### src/rtl/sync_clk_pkg.sv
package sync_clk_pkg;

    typedef struct packed {
        logic pol;
        logic pha;
        logic lbcl;
        logic word9;
    } clk_cfg_t;

endpackage

### src/rtl/sync_clk_cfg.sv
module sync_clk_cfg
    import sync_clk_pkg::*;
(
    input  logic     clk,
    input  logic     rst_n,
    input  logic     tx_enable,
    input  clk_cfg_t cfg_in,
    output clk_cfg_t cfg_d,
    output clk_cfg_t cfg_q
);
    // Settings pass through while the transmitter is off, frozen while on.
    always_comb begin
        cfg_d = tx_enable ? cfg_q : cfg_in;
    end

    always_ff @(posedge clk) begin
        if (!rst_n) cfg_q <= cfg_in;
        else        cfg_q <= cfg_d;
    end
endmodule

### src/rtl/sync_clk_seq.sv
module sync_clk_seq
    import sync_clk_pkg::*;
#(
    parameter int BASE_BITS = 8,
    parameter int IDX_W     = 4
) (
    input  logic             clk,
    input  logic             rst_n,
    input  logic             clk_en,
    input  logic             tx_enable,
    input  logic             half_tick,
    input  logic             bit_go,
    input  logic [IDX_W-1:0] bit_num,
    input  logic             pol_now,
    input  clk_cfg_t         cfg_d,
    input  clk_cfg_t         cfg_q,
    output logic             sclk,
    output logic             done
);
    typedef struct packed {
        logic track;
        logic half;
        logic mute;
        logic last;
        logic sclk;
        logic done;
    } seq_t;

    seq_t st_d, st_q;

    logic [IDX_W-1:0] wl;
    logic             is_data;
    logic             is_last;
    logic             idle;

    always_comb begin
        wl      = cfg_q.word9 ? IDX_W'(BASE_BITS + 1) : IDX_W'(BASE_BITS);
        is_data = (bit_num != '0) && (bit_num <= wl);
        is_last = (bit_num == wl);
        idle    = cfg_d.pol;

        st_d      = st_q;
        st_d.done = 1'b0;

        if (half_tick && tx_enable) begin
            if (st_q.track) begin
                if (!st_q.half) begin
                    // centre of the bit
                    st_d.half = 1'b1;
                    if (!st_q.mute) st_d.sclk = cfg_q.pha ? idle : ~idle;
                end else begin
                    // end of the bit
                    st_d.track = 1'b0;
                    st_d.sclk  = idle;
                    if (st_q.last) st_d.done = 1'b1;
                end
            end
            if (bit_go && is_data) begin
                st_d.track = 1'b1;
                st_d.half  = 1'b0;
                st_d.last  = is_last;
                st_d.mute  = is_last && !cfg_q.lbcl;
                st_d.sclk  = (cfg_q.pha && !st_d.mute) ? ~idle : idle;
            end
        end

        if (!tx_enable) begin
            st_d.track = 1'b0;
            st_d.sclk  = idle;
        end
        if (!clk_en) st_d.sclk = idle;
    end

    always_ff @(posedge clk) begin
        if (!rst_n) begin
            st_q      <= '0;
            st_q.sclk <= pol_now;
        end else begin
            st_q <= st_d;
        end
    end

    assign sclk = st_q.sclk;
    assign done = st_q.done;
endmodule

### src/rtl/sync_clk_gen.sv
module sync_clk_gen
    import sync_clk_pkg::*;
#(
    parameter int BASE_BITS = 8,
    localparam int IDX_W    = $clog2(BASE_BITS + 3)
) (
    input  logic             clk,
    input  logic             rst_n,
    input  logic             clk_en,
    input  logic             pol_sel,
    input  logic             pha_sel,
    input  logic             last_pulse_sel,
    input  logic             word9_sel,
    input  logic             tx_enable,
    input  logic             half_tick,
    input  logic             bit_go,
    input  logic [IDX_W-1:0] bit_num,
    output logic             sclk,
    output logic             sclk_oe,
    output logic             frame_done
);
    clk_cfg_t cfg_in, cfg_d, cfg_q;

    assign cfg_in = '{pol: pol_sel, pha: pha_sel, lbcl: last_pulse_sel, word9: word9_sel};

    sync_clk_cfg u_cfg (
        .clk       (clk),
        .rst_n     (rst_n),
        .tx_enable (tx_enable),
        .cfg_in    (cfg_in),
        .cfg_d     (cfg_d),
        .cfg_q     (cfg_q)
    );

    sync_clk_seq #(.BASE_BITS(BASE_BITS), .IDX_W(IDX_W)) u_seq (
        .clk       (clk),
        .rst_n     (rst_n),
        .clk_en    (clk_en),
        .tx_enable (tx_enable),
        .half_tick (half_tick),
        .bit_go    (bit_go),
        .bit_num   (bit_num),
        .pol_now   (pol_sel),
        .cfg_d     (cfg_d),
        .cfg_q     (cfg_q),
        .sclk      (sclk),
        .done      (frame_done)
    );

    assign sclk_oe = clk_en;
endmodule

### config.mk
export PLATFORM = sky130hd
export DESIGN_NAME = sync_clk_gen
export DESIGN_NICKNAME = d
export VERILOG_FILES = /design/src/rtl/sync_clk_pkg.sv /design/src/rtl/sync_clk_cfg.sv /design/src/rtl/sync_clk_seq.sv /design/src/rtl/sync_clk_gen.sv
export SDC_FILE = /design/constraint.sdc
export NUM_CORES = 1
export LEC_CHECK = 0
export CORE_MARGIN = 4
export CORE_UTILIZATION = 45
export DETAILED_ROUTE_END_ITERATION = 10
export PLACE_DENSITY = 0.82
export SETUP_SLACK_MARGIN = 0.1
export SYNTH_ARGS = -nofsm -noshare
export SYNTH_HDL_FRONTEND = slang
export SYNTH_HIERARCHICAL = 1
export SYNTH_SLANG_ARGS = --single-unit
### constraint.sdc
create_clock -name clk -period 4.9 [get_ports clk]
set_input_delay 0.49 -clock clk [delete_from_list [all_inputs] [get_ports clk]]
set_output_delay 0.49 -clock clk [all_outputs]
set_load 0.02 [all_outputs]
[After elaboration in Yosys (flattened, before gate mapping)]
Cells that the tools add are included.
Operators by class
  $add $sub $neg: 0
  multipliers: 0
  divide/modulo/power cells: 0
  order comparisons: 1
  equality and inequality tests: 5
  shifts and indexed selects: 0
  multiplexer cells: 17
  bitwise logic cells: 1
  reductions and logical operators: 14
Operators with widths (count)
  1-bit 2-to-1 mux: 10
  4-bit 2-to-1 mux: 2
  2-bit 2-to-1 mux: 3
  6-bit 2-to-1 mux: 1
  6-bit by 5-bit != test with 1-bit output (second input constant): 1
  2-bit AND reduction: 3
  1-bit logical AND: 5
  5-bit 2-to-1 mux: 1
  5-bit by 3-bit != test with 1-bit output (second input constant): 1
  4-bit equality test: 1
  4-bit less-or-equal comparator: 1
  4-bit by 3-bit != test with 1-bit output (second input constant): 1
  4-bit AND reduction: 1
  4-bit nonzero test: 1
  3-bit AND reduction: 1
  1-bit logical NOT: 2
  2-bit != test (second input constant): 1
  2-bit nonzero test: 1
  1-bit NOT: 1
Word-level totals
  bits in registers: 10
  bits in latches: 0
  bits in writable memories: 0
  memory bits (read-only): 0
  bits of input ports: 14
  output and inout bits: 3
  logic and storage cells: 48
  memories kept: 0

[Longest topological paths before layout]
  word-level depth: 11
  depth in mapped cells: 6
  depth with buffers taken out: 6

[Hierarchy]
The synthesis kept the hierarchy.
Modules (own cells, without submodules)
  sync_clk_seq: times used 1, cells an instance 51, area each 432.9 um^2, sequential area each 130.1 um^2
  sync_clk_cfg: times used 1, cells an instance 13, area each 196.4 um^2, sequential area each 80.1 um^2
  sync_clk_gen: times used 1, cells an instance 1, area each 7.5 um^2, sequential area each 0.0 um^2

[Worst setup path after synthesis]
Ideal clock, no wire load.
  kind: input to register
  start point: input bit_num[0]
  end point: register u_seq/sclk (netlist name)
  setup time: 296 ps
  data arrival time: 1499 ps
  data required time: 4604 ps
  slack: 3105 ps
  stages: 6
  buffers on the path: 0
  path through: inv_1 -> ha_1 -> nor2_1 -> o32ai_4 -> o21ai_0 -> nand4_1
On the way
  cells in the longest elaborated chain, start to end: 5
  elaborated cells between the ends (all ways): 7
  classes of those cells: order compare (1); eq/ne (2); reduce/logical (4)
Ends and longest elaborated chain
  start: declaration: RTL line sync_clk_gen.sv:17  | input logic [IDX_W-1:0] bit_num,
  4-bit less-or-equal comparator or 4-bit nonzero test (tied branches): RTL line sync_clk_seq.sv:38  | is_data = (bit_num != '0) && (bit_num <= wl);
  1-bit logical AND *: RTL line sync_clk_seq.sv:38
  1-bit logical AND *: RTL line sync_clk_seq.sv:58  | if (bit_go && is_data) begin
  6-bit by 5-bit != test with 1-bit output (no source line) or 5-bit by 3-bit != test with 1-bit output (tied branches)
  3-bit AND reduction (no source line) *
Mark *: on every way between the ends. The rest lies on a longest branch, timed or not.
A chain may end at the register's enable or synchronous reset.

==> results_dict.tcl <==
set metrics [dict create \
    r2r_cells 5 \
    worstSetupStartpointType "input pin" \
    cts_tree "built" \
    whs_ns 0.475 \
    syn_area_per_cell_sq_um 9.73 \
    ctsResizeCount 0 \
    avgViaCountPerCell 5.54 \
    dr.pass1.iters 4 \
    post-cts-setup-buffer-count 0 \
    min_from "u_seq/st_q[2]" \
    fillers 93 \
    cts.sinks 10 \
    syn_area_sq_um 603 \
    cp_data_arrival_time_ns 2.32 \
    min_to "u_seq/done" \
    worstPathRequired_ns 4.89 \
    gp_congestion 0.701 \
    fmaxAchievable_mhz 429 \
    clock_path_buffers 2 \
    irDropWorstVdd_mv 0.176 \
    port_buffers 16 \
    power.leakage_nw 0.301 \
    finalCriticalPeriod_ns 2.33 \
    ff2ff_setup_slack_ns 3.22 \
    setup_viol 0 \
    post-place-ws_ns 2.28 \
    wire_per_inst_microns 12.0 \
    die_height_microns 44.6 \
    grt_setup_unrepaired "false" \
    drt_iter0_drc 17 \
    synth_cells 62 \
    grt_max_degree 14 \
    p_per_area_nw_per_um2 248 \
    cts.clk_slew.worst_paths_ns 0.07 \
    grt_pass1_vias 449 \
    diodes 0 \
    antenna_found_initial 0 \
    htree_levels 1 \
    drt-total-wl_microns 1120 \
    setup_slack_ns 2.57 \
    hold_buffers 0 \
    start_util_pct 50.8 \
    min_period_over_period_pct 47.6 \
    ant_nets 0 \
    slew_headroom_pct 69.0 \
    grt_pass1_wl_microns 1820 \
    status "completed" \
    drive_above_1_share_pct 19.0 \
    io_pins 17 \
    hold_path.class "flip-flop to flip-flop" \
    rr_endpoint "u_seq/sclk" \
    worstSkewPairLatency_ns 0.26 \
    rows 12 \
    setup_tns_ns 0 \
    overflow 0 \
    endpoint_kind "flip-flop" \
    clock-skew-final_ns 0.00998 \
    drv_slew 0 \
    fp.dieW_microns 44.6 \
    vias 515 \
    grt_usage_pct 12.5 \
    fin_nets 95 \
    critPathMaxFanout 13 \
    crit_type "input pin to flip-flop" \
    synth_warnings 6 \
    coreArea_sq_um 1190 \
    maxCapViolations 0 \
    die-area_sq_um 1990 \
    whs_path_depth 2 \
    cts_root_buffer "clkbuf_4" \
    cts_made_buffers 3 \
    r2r_start "u_cfg/cfg_q[0]" \
    finalHoldViolations 0 \
    tightest_slew_ns 0.464 \
    synth_nets 77 \
    syn2layout_area_growth_pct 31.3 \
    drc 0 \
    dp_hpwl_microns 854 \
]
==> layer usage <==
layer	global-route usage [%]	share of wire, %
met1	14.6	44
met2	19.2	44
met4	9.04	1.9
met3	3.66	9.7
met5	0	0
==> cell type report <==
class	instances	area [sq um]	share of cell area [%]
inverter	4	15.0	1.90
tap	14	17.5	2.21
sequential	10	210	26.5
timing repair buffer	16	160	20.2
clock buffer	4	26.3	3.32
multi-input combinational	45	363	45.8
==> how the worst max path moves through the flow <==
stage / startpoint / to / slack [ns] / cells after the start
4_1_cts: tx_enable / u_seq/sclk / 2.56 / 5
5_1_grt: tx_enable / u_seq/sclk / 2.48 / 5
3_3_place_gp: tx_enable / u_seq/sclk / 2.32 / 5
6_report: tx_enable / u_seq/sclk / 2.57 / 5
2_1_floorplan: bit_num[0] / u_seq/sclk / 3.10 / 6
3_5_place_dp: tx_enable / u_seq/sclk / 2.28 / 5
==> worst max-delay path, stage by stage <==
cell             delay [ns]
clkdlybuf4s50_1        0.76
mux2_2                 0.43
xor2_1                 0.18
a2111oi_2              0.38
a311oi_2               0.08
==> per-stage QoR <==
stage / cell area [sq um] / power (W) / std cells / util [%]
floorplan: 603 / 0.000120 / 62 / -
global placement: 766 / 0.000139 / 89 / 64.6
detailed placement: 766 / 0.000140 / 89 / 64.6
CTS: 792 / 0.000199 / 93 / 66.8
global route: 792 / 0.000210 / 93 / 66.8
finish: 792 / 0.000196 / 93 / 66.8
==> registers in the layout, summed over array words and instances (netlist names) <==
name and cells:
u_cfg/cfg_q 4, u_seq/sclk 1, u_seq/st_q 4, u_seq/done 1
==> cell usage in the layout, fill, tap and decap left out <==
cell type and count:
clkdlybuf4s50_1 16, dfxtp_1 9, nor2_1 7, mux2_4 4, inv_1 4, nand2_1 4, nand4_1 4, clkbuf_4 3
o21ai_0 2, a31oi_1 2, a31o_2 2, a21oi_1 2, clkbuf_1 1, nand2_4 1, mux2_2 1, or2_4 1
nand2b_1 1, nor3_1 1, o32ai_4 1, o21a_1 1, nand3_1 1, nand4bb_1 1, mux2i_1 1, xor2_1 1
a21boi_0 1, a2111oi_2 1, a21o_1 1, a311oi_2 1, a22oi_1 1, a311oi_1 1, ha_1 1, edfxtp_1 1
==> report_power, final <==
group / total, W / switching [W] / internal, W
Clock: 0.0000588 / 0.0000274 / 0.0000313
Combinational: 0.0000474 / 0.0000213 / 0.0000262
Sequential: 0.0000901 / 0.00000279 / 0.0000873
Total: 0.000196 / 0.0000515 / 0.000145
Power figures use the tool's default switching activity.
